<file path="src/rtl/zc_pkg.sv">
package zc_pkg;

    // Default falling-edge window: 0.75 ms at 24 MHz
    localparam int unsigned ZC_DEFAULT_WINDOW = 18000;

    // Minimum synchronizer depth
    localparam int unsigned ZC_SYNC_STAGES = 2;

    // Width needed to count 0 .. n-1
    function automatic int unsigned zc_cnt_width(input int unsigned n);
        return (n <= 2) ? 1 : $clog2(n);
    endfunction

    typedef enum logic {
        ZC_LOW  = 1'b0,
        ZC_HIGH = 1'b1
    } zc_level_e;

    typedef struct packed {
        zc_level_e level;
        logic      rise;
    } zc_out_s;

endpackage

</file>
<file path="src/rtl/zc_sync.sv">
module zc_sync #(
    parameter int unsigned STAGES = zc_pkg::ZC_SYNC_STAGES
) (
    input  logic clk,
    input  logic rst,
    input  logic d_async,
    output logic q_sync
);
    logic [STAGES-1:0] chain_q;

    always_ff @(posedge clk) begin
        if (rst) begin
            chain_q <= '0;
        end else begin
            chain_q <= {chain_q[STAGES-2:0], d_async};
        end
    end

    assign q_sync = chain_q[STAGES-1];
endmodule

</file>
<file path="src/rtl/zc_fall_filter.sv">
module zc_fall_filter
    import zc_pkg::*;
#(
    parameter int unsigned WINDOW = ZC_DEFAULT_WINDOW
) (
    input  logic      clk,
    input  logic      rst,
    input  logic      sync_in,
    output zc_level_e level
);
    localparam int unsigned CW = zc_cnt_width(WINDOW);
    localparam logic [CW-1:0] LAST = CW'(WINDOW - 1);

    logic [CW-1:0] cnt_q;
    zc_level_e     level_q;

    always_ff @(posedge clk) begin
        if (rst) begin
            level_q <= ZC_LOW;
            cnt_q   <= '0;
        end else if (sync_in) begin
            level_q <= ZC_HIGH;
            cnt_q   <= '0;
        end else if (level_q == ZC_HIGH) begin
            if (cnt_q == LAST) begin
                level_q <= ZC_LOW;
                cnt_q   <= '0;
            end else begin
                cnt_q <= cnt_q + 1'b1;
            end
        end else begin
            cnt_q <= '0;
        end
    end

    assign level = level_q;

    // reset clears the level
    assert_reset_low_R1: assert property (@(posedge clk)
        rst |=> (level_q == ZC_LOW));

    // a high synchronized input forces the level high next cycle
    assert_rise_immediate_R2: assert property (@(posedge clk) disable iff (rst)
        sync_in |=> (level_q == ZC_HIGH));

    // a fall only follows a synchronized low input
    assert_fall_after_low_R3: assert property (@(posedge clk) disable iff (rst)
        (level_q == ZC_LOW) && $past(level_q == ZC_HIGH) |-> !$past(sync_in));

    // count returns to zero whenever input is high
    assert_count_restart_R5: assert property (@(posedge clk) disable iff (rst)
        sync_in |=> (cnt_q == '0));

    // the count never leaves its window
    assert_count_bounded_R4: assert property (@(posedge clk) disable iff (rst)
        cnt_q <= LAST);
endmodule

</file>
<file path="src/rtl/zc_edge_strobe.sv">
module zc_edge_strobe
    import zc_pkg::*;
(
    input  logic      clk,
    input  logic      rst,
    input  zc_level_e level,
    output zc_out_s   out
);
    zc_level_e prev_q;

    always_ff @(posedge clk) begin
        if (rst) begin
            prev_q <= ZC_LOW;
        end else begin
            prev_q <= level;
        end
    end

    always_comb begin
        out.level = level;
        out.rise  = (level == ZC_HIGH) && (prev_q == ZC_LOW);
    end

    // the strobe lasts a single cycle
    assert_strobe_single_R6: assert property (@(posedge clk) disable iff (rst)
        out.rise |=> !out.rise);

    // the strobe only appears together with a high level
    assert_strobe_with_high_R6: assert property (@(posedge clk) disable iff (rst)
        out.rise |-> (out.level == ZC_HIGH));
endmodule

</file>
<file path="src/rtl/zc_debounce_top.sv">
module zc_debounce_top
    import zc_pkg::*;
#(
    parameter int unsigned DEBOUNCE_CYCLES = ZC_DEFAULT_WINDOW,
    parameter int unsigned SYNC_STAGES     = ZC_SYNC_STAGES
) (
    input  logic clk,
    input  logic rst,
    input  logic zc_raw,
    output logic zc_clean,
    output logic zc_rise
);
    logic      sync_bit;
    zc_level_e filt_level;
    zc_out_s   strobe_out;

    zc_sync #(.STAGES(SYNC_STAGES)) u_sync (
        .clk     (clk),
        .rst     (rst),
        .d_async (zc_raw),
        .q_sync  (sync_bit)
    );

    zc_fall_filter #(.WINDOW(DEBOUNCE_CYCLES)) u_filter (
        .clk     (clk),
        .rst     (rst),
        .sync_in (sync_bit),
        .level   (filt_level)
    );

    zc_edge_strobe u_strobe (
        .clk   (clk),
        .rst   (rst),
        .level (filt_level),
        .out   (strobe_out)
    );

    assign zc_clean = (strobe_out.level == ZC_HIGH);
    assign zc_rise  = strobe_out.rise;

    // outputs quiet in the cycle after reset
    assert_reset_quiet_R1: assert property (@(posedge clk)
        rst |=> (!zc_clean && !zc_rise));

    // no strobe while the level was already high
    assert_no_strobe_when_high_R7: assert property (@(posedge clk) disable iff (rst)
        $past(zc_clean) |-> !zc_rise);
endmodule

</file>
<file path="config.mk">
export PLATFORM = sky130hd
export DESIGN_NAME = zc_debounce_top
export DESIGN_NICKNAME = d
export VERILOG_FILES = /design/src/rtl/zc_pkg.sv /design/src/rtl/zc_sync.sv /design/src/rtl/zc_fall_filter.sv /design/src/rtl/zc_edge_strobe.sv /design/src/rtl/zc_debounce_top.sv
export SDC_FILE = /design/constraint.sdc
export NUM_CORES = 1
export LEC_CHECK = 0
export ABC_CLOCK_PERIOD_IN_PS = 2200
export CAP_MARGIN = 20
export CORE_MARGIN = 2
export CORE_UTILIZATION = 30
export CTS_BUF_LIST = sky130_fd_sc_hd__clkbuf_8
export DETAILED_ROUTE_END_ITERATION = 12
export DONT_BUFFER_PORTS = 1
export GPL_TIMING_DRIVEN = 0
export HOLD_SLACK_MARGIN = 0.12
export PLACE_DENSITY = 0.5
export SYNTH_ARGS = -nofsm -noshare
export SYNTH_HDL_FRONTEND = slang
export SYNTH_HIERARCHICAL = 1
export SYNTH_SLANG_ARGS = --single-unit
</file>
<file path="constraint.sdc">
create_clock -name clk -period 2.2 [get_ports clk]
set_clock_uncertainty 0.15 [all_clocks]
set_input_delay 0.11 -clock clk [delete_from_list [all_inputs] [get_ports clk]]
set_output_delay 0.11 -clock clk [all_outputs]
set_load 0.05 [all_outputs]
</file>
==> key figures, run 1 <==
Setup path
  • Setup crit start kind: flip-flop
  • Element type at the critical path end: flip-flop
  • RR Startpoint: u_filter/cnt_q[5]
  • WP data arrival: roughly 2000 ps
  • Flop2flop setup slack: approximately 240 ps
  • Crit Reg-Reg Endpoint: u_filter/cnt_q[11]
  • CP Class: flip-flop to flip-flop
  • R2R depth: 6
  • Critical Path RT: about 2200 ps
  • CP Max Fanout: 10

Cells and area
  • Fillers: 254
  • Reg area: between 300 and 400 µm²
  • Antenna diode count: 0
  • Commonest non-fill, non-tap cells in the layout: dfxtp_1 (19), nor2_1 (16), xor2_1 (7)
  • Fraction of layout cells with a size suffix above 1: 13.48%
  • Non-Filler Instances: 119
  • Leading cell type in the layout, fill and taps excluded: dfxtp_1
  • Finished Cell Area: 922.1 µm²
  • Fin nets: 94
  • Layout area overhead: 12.69%
  • Area of the multi-input gates: 392.9 µm²

Floorplan
  • Die area: 0.003161 mm²
  • Initial core utilization: 32.44%
  • Die H: around 56 µm
  • # IOs: 5
  • DIE WIDTH: between 50 and 60 µm
  • Row count: 18
  • Core box area: between 0.002 and 0.003 mm²

Clocking
  • Post-CTS Hold Fix Bufs: 2
  • CTS resizes: 0
  • Clock sink total: 19
  • Post-CTS Setup Repair Bufs: 0
  • Clock root buffer: clkbuf_8
  • TritonCTS clock tree: built
  • H-tree levels: 1
  • Clock Path Buffers: 2
  • TritonCTS buffer count: 3
  • Clock Pin Slew Worst Setup and Hold Paths: approximately 70 ps
  • Worst skew pair latency: roughly 250 ps

Placed design
  • Placed cell area: about 860 µm²
  • DP HPWL: around 950 µm
  • Post-place setup slack: about 220 ps
  • Placed insts: 113
  • GPL Wtd Cong: roughly 0.71
  • Port Buffers: 0

Global routing
  • Global routing usage on met2: between 10% and 20%
  • Gr ovfl total: 0
  • GRT Total Usage: about a tenth
  • Vias in the first global route: 568
  • Met1 GRT Util: between 10% and 20%
  • Grt met3 use: 2.093%
  • First-pass GRT wire length: about 2.4 mm
  • Global route hottest layer: met2
  • Initial antenna violation count: 0
  • Largest net degree at the start of global routing: 12

STA
  • Final count of pins violating max slew: 0
  • Final Worst Setup Slack: 237.7 ps
  • Setup TNS Final: 0 ps
  • Worst-Margin Slew: about 320 ps
  • Tmin final: between 1500 and 2000 ps
  • Final hold vios: 0
  • Endpoints failing setup: 0
  • RSZ-0062 raised after global routing: no
  • Period utilization: approximately 90%
  • Relative slew slack: 78.42%
  • Maximum clock rate: 509.6 MHz

Detailed routing
  • Final WL: 1.279 mm
  • 1st-pass router iterations: 4
  • Via density: 4.655
  • Antenna Nets Post-Route: 0
  • Initial drt markers: 8
  • # DRC: 0
  • Routed wire per std cell: 10.75 µm
  • Vias: roughly 550

Yosys
  • Avg Cell Area, Syn: about 10 µm²
  • Post-synthesis cell count: just over 80
  • Post-synthesis sequential area ratio: around 46%
  • Synthesized flop and latch total: 19
  • Net count after synthesis: a little under 90
  • Area of the mapped netlist: between 800 and 900 µm²
  • Netlist cell types: 26
  • Yosys warns: 6

Job
  • Max_cap viols: 0

Power and ir drop
  • Peak supply drop: approximately 0.00050 V
  • Cell area power density: about 670 mW/mm²
  • Leakage: around 0.30 nW

Hold path
  • Worst hold start: u_sync/chain_q[1]
  • WHS Path Cells: 2
  • Hold/Removal Path Class: flip-flop to flip-flop
  • Min-Delay Endpoint: u_filter/level

Run status
  • Status: finished clean
flip-flops by register name (all words and copies together) (netlist names):
name and count:
u_filter/cnt_q 15, u_sync/chain_q 2, u_filter/level 1, u_strobe/prev_q 1
worst max-delay path: stages (launching register included):
cell,delay (ps)
dfxtp_1,360
or4b_1,550
o41ai_2,330
or3_1,170
buf_6,120
buf_8,130
nor2_1,50
power by group:
group	total [mW]	internal [mW]	switching (mW)	leakage, nW
clock	0.239	0.126	0.113	0.0255
sequential	0.350	0.348	0.00261	0.154
combinational	0.0252	0.0112	0.0140	0.119
total	0.615	0.485	0.130	0.298
cells in the mapped netlist (all sizes together):
cell type / instances / area [µm²]
a21oi: 1 / 5.000
and3: 2 / 12.51
and4: 2 / 18.77
buf: 3 / 33.78
dfxtp: 19 / 380.4
ha: 1 / 12.51
inv: 3 / 11.26
nand2: 2 / 7.510
nand3: 5 / 25.02
nand4: 4 / 25.02
nor2: 16 / 60.06
nor2b: 4 / 40.04
nor3: 1 / 5.000
nor4: 1 / 6.260
nor4b: 1 / 8.760
o41ai: 1 / 16.27
or3: 1 / 6.260
or3b: 1 / 8.760
or4b: 1 / 10.01
or4bb: 1 / 11.26
xnor2: 6 / 52.55
xor2: 7 / 61.31
cells by family after synthesis:
| family | count (synthesis) | synth area share [%] |
|---|---|---|
| flops | 19 | 46.48 |
| simple gates | 42 | 29.97 |
| xor+xnor | 13 | 13.91 |
| buf+inv | 6 | 5.504 |
| fa+ha+maj | 1 | 1.529 |
| compound gates | 2 | 2.599 |
worst max path at each step:
stage	start	to	slack, ps	cells after the start
after global routing	u_filter/cnt_q[5]	u_filter/cnt_q[5]	120	6
after detailed placement	u_filter/cnt_q[5]	u_filter/cnt_q[11]	220	6
after CTS	u_filter/cnt_q[5]	u_filter/cnt_q[5]	210	6
after global placement	u_filter/cnt_q[5]	u_filter/cnt_q[12]	220	6
after floorplan	u_filter/cnt_q[5]	u_filter/cnt_q[12]	380	6
final	u_filter/cnt_q[5]	u_filter/cnt_q[11]	240	6
per-stage QoR:
step / hold WS (ps) / total power, mW / util, %
after CTS: 288.7 / 0.6241 / 36.56
after global placement: 25.74 / 0.3796 / 33.93
final: 282.3 / 0.6146 / 36.56
after global routing: 307.6 / 0.6432 / 36.56
after floorplan: 24.28 / 0.3771 / -
after detailed placement: 28.02 / 0.3795 / 33.93
final cells by class:
cell class                      instances  share of cell area (%)
Multi-Input combinational cell         58                   42.61
Sequential cell                        19                   41.25
Clock buffer                            3                   4.478
Tap cell                               30                   4.071
Buffer                                  3                   3.664
Timing Repair Buffer                    2                   2.171
Inverter                                3                   1.221
Clock inverter                          1                  0.5427
layer usage:
metal	vias to the layer above	part of all wire, %
li1	292	-
met5	-	0
met2	7	44
met3	2	2.7
met4	0	1.3
met1	253	51
Note: power is estimated with default switching activity, not from simulation.
==> inputs of run 2 (changes only) <==
--- a/config.mk
+++ b/config.mk
@@ -15,6 +15,7 @@
 export GPL_TIMING_DRIVEN = 0
 export HOLD_SLACK_MARGIN = 0.12
 export PLACE_DENSITY = 0.5
+export RECOVER_POWER = 50
 export SYNTH_ARGS = -nofsm -noshare
 export SYNTH_HDL_FRONTEND = slang
 export SYNTH_HIERARCHICAL = 1
==> key figures, run 2 (synthesis results as in run 1) <==
STA
  • RSZ-0062 raised after global routing: no
  • Final hold vios: 0 (unchanged)
  • Tmin final: 1961 ps (-0.9460 ps)
  • Worst-Margin Slew: 923.6 ps (+604.4 ps)
  • Period utilization: 89.15% (about the same)
  • Relative slew slack: 38.30% (-40 points)
  • Setup TNS Final: 0 ps (unchanged)
  • Maximum clock rate: 509.9 MHz (about the same)
  • Endpoints failing setup: 0 (unchanged)
  • Min Hold Slack: 282.5 ps (+0.1270 ps)
  • Final count of pins violating max slew: 0 (unchanged)

Detailed routing
  • Initial drt markers: 8 (unchanged)
  • Antenna Nets Post-Route: 0 (unchanged)
  • Via density: 4.647 (-0.18%)
  • Vias: 553 (-0.18%)
  • Final WL: 1.284 mm (+0.39%)
  • Routed wire per std cell: 10.79 µm (+0.39%)
  • # DRC: 0 (unchanged)
  • 1st-pass router iterations: 4 (unchanged)

Clocking
  • H-tree levels: 1 (unchanged)
  • Post-CTS Setup Repair Bufs: 0 (unchanged)
  • TritonCTS clock tree: built
  • Clock Pin Slew Worst Setup and Hold Paths: 70 ps (about the same)
  • Clock Path Buffers: 2 (unchanged)
  • CTS resizes: 0 (unchanged)
  • Post-CTS Hold Fix Bufs: 2 (unchanged)
  • Clock sink total: 19 (unchanged)
  • Clock root buffer: clkbuf_8
  • TritonCTS buffer count: 3 (unchanged)
  • Worst skew pair latency: 250 ps (about the same)

Placed design
  • Port Buffers: 0 (unchanged)
  • GPL Wtd Cong: 0.7100 (unchanged)
  • Placed cell area: 855.8 µm² (unchanged)
  • DP HPWL: 950.4 µm (unchanged)

Global routing
  • Largest net degree at the start of global routing: 12 (unchanged)
  • Vias in the first global route: 568 (unchanged)
  • First-pass GRT wire length: 2.428 mm (unchanged)
  • Initial antenna violation count: 0 (unchanged)
  • Gr ovfl total: 0 (unchanged)
  • GRT Total Usage: 9.606% (unchanged)

Setup path
  • Setup crit start kind: flip-flop
  • RR Startpoint: u_filter/cnt_q[5]
  • CP Class: flip-flop to flip-flop
  • Crit Reg-Reg Endpoint: u_filter/cnt_q[11]
  • Flop2flop setup slack: 240 ps (about the same)
  • Crit path cell chain: or4b_1 -> o41ai_2 -> or3_1 -> buf_6 -> buf_8 -> nor2_1
  • Element type at the critical path end: flip-flop
  • Critical Path RT: 2200 ps (about the same)
  • CP Max Fanout: 10 (unchanged)
  • WP depth: 6 (unchanged)
  • Buf+Inv Stages, Crit Path: 2 (unchanged)
  • Slowest CP cell: or4b_1
  • R2R depth: 6 (unchanged)
  • Crit-path max cell delay: 550 ps (about the same)
  • Kind of cell adding the most delay to the critical path: simple AND/OR/NAND/NOR gates
  • WP data arrival: 1960 ps (about the same)

Power and ir drop
  • Leakage: 0.2929 nW (-1.8%)
  • Power share of the combinational group: 3.8% (-0.3 points)
  • Sw frac: 21.15% (about the same)
  • Cell area power density: 672.1 mW/mm² (+0.85%)
  • Seq pwr share: 57.2% (+0.2 points)
  • Peak supply drop: 0.0004981 V (-0.37%)
  • Int Pwr: 0.4827 mW (-0.38%)
  • Switch Pwr: 0.1295 mW (-0.39%)
  • Clk pwr share: 39.0% (about the same)

Cells and area
  • Fraction of layout cells with a size suffix above 1: 11.24% (-2.2 points)
  • Fin nets: 94 (unchanged)
  • Fillers: 255 (+0.39%)
  • Leading cell type in the layout, fill and taps excluded: dfxtp_1
  • Max FFs per register: 15 (unchanged)
  • Layout area overhead: 11.32%
  • Top Registers: u_filter/cnt_q (15), u_sync/chain_q (2)
  • Biggest register: u_filter/cnt_q
  • Area of the multi-input gates: 385.4 µm² (-1.9%)
  • Commonest non-fill, non-tap cells in the layout: dfxtp_1 (19), nor2_1 (16), xor2_1 (7)
  • Antenna diode count: 0 (unchanged)
  • Final core occ: 36.11% (-0.45 points)
  • Finished Cell Area: 910.9 µm² (-1.2%)
  • Reg area: 380.4 µm² (unchanged)

Floorplan
  • DIE WIDTH: 56.23 µm (unchanged)
  • Core box area: 0.002522 mm² (unchanged)
  • Row count: 18 (unchanged)
  • Initial core utilization: 32.44% (unchanged)
  • # IOs: 5 (unchanged)
  • Die H: 56.23 µm (unchanged)
  • Die area: 0.003161 mm² (unchanged)

Job
  • Max_cap viols: 0 (unchanged)

Hold path
  • WHS Path Cells: 2 (unchanged)
  • Worst hold start: u_sync/chain_q[1]
  • Hold/Removal Path Class: flip-flop to flip-flop
  • Min-Delay Endpoint: u_filter/level

Run status
  • Status: finished clean
## run 2: worst reg2reg max path, cell delays in order, from the launching register on
cell	delay, ps
dfxtp_1	360
or4b_1	550
o41ai_2	330
or3_1	170
buf_6	120
buf_8	130
nor2_1	60
## run 2: area by class of cell
cell class / instances / share of cell area (%)
Multi-Input combinational cell: 58 / 42.31
Sequential cell: 19 / 41.76
Clock buffer: 3 / 4.533
Tap cell: 30 / 4.121
Buffer: 3 / 3.297
Timing Repair Buffer: 2 / 2.198
Inverter: 3 / 1.236
Clock inverter: 1 / 0.5495
## run 2: routing by layer
layer	up-vias	global-route usage (%)	routed length (µm)	share of wire (%)
met4	0	4.082	16	1.2
met1	252	12.02	657	51
met2	7	15.80	569	44
met5	-	0	0	0
li1	292	-	-	-
met3	2	2.093	40	3.1
## run 2: worst max-delay path by stage
| stage | startpoint | to |
|---|---|---|
| after floorplan | u_filter/cnt_q[5] | u_filter/cnt_q[12] |
| after global placement | u_filter/cnt_q[5] | u_filter/cnt_q[12] |
| after detailed placement | u_filter/cnt_q[5] | u_filter/cnt_q[11] |
| after CTS | u_filter/cnt_q[5] | u_filter/cnt_q[5] |
| after global routing | u_filter/cnt_q[5] | u_filter/cnt_q[5] |
| final | u_filter/cnt_q[5] | u_filter/cnt_q[11] |
## run 2: metrics by stage
| stage | power [mW] | setup slack (ps) | std cells |
|---|---|---|---|
| after detailed placement | 0.3795 | 216.5 | 113 |
| after global placement | 0.3796 | 221.8 | 113 |
| after floorplan | 0.3771 | 377.6 | 83 |
| after CTS | 0.6241 | 212.3 | 119 |
| final | 0.6122 | 238.6 | 119 |
| after global routing | 0.6409 | 119.5 | 119 |
## run 2: power by group through the flow
stage                     registers [mW]  logic [mW]  clock network [mW]
after CTS                          0.350      0.0253               0.249
after global routing               0.350      0.0249               0.266
final                              0.350      0.0234               0.239
after global placement             0.358      0.0214                   0
after detailed placement           0.358      0.0213                   0
after floorplan                    0.358      0.0194                   0
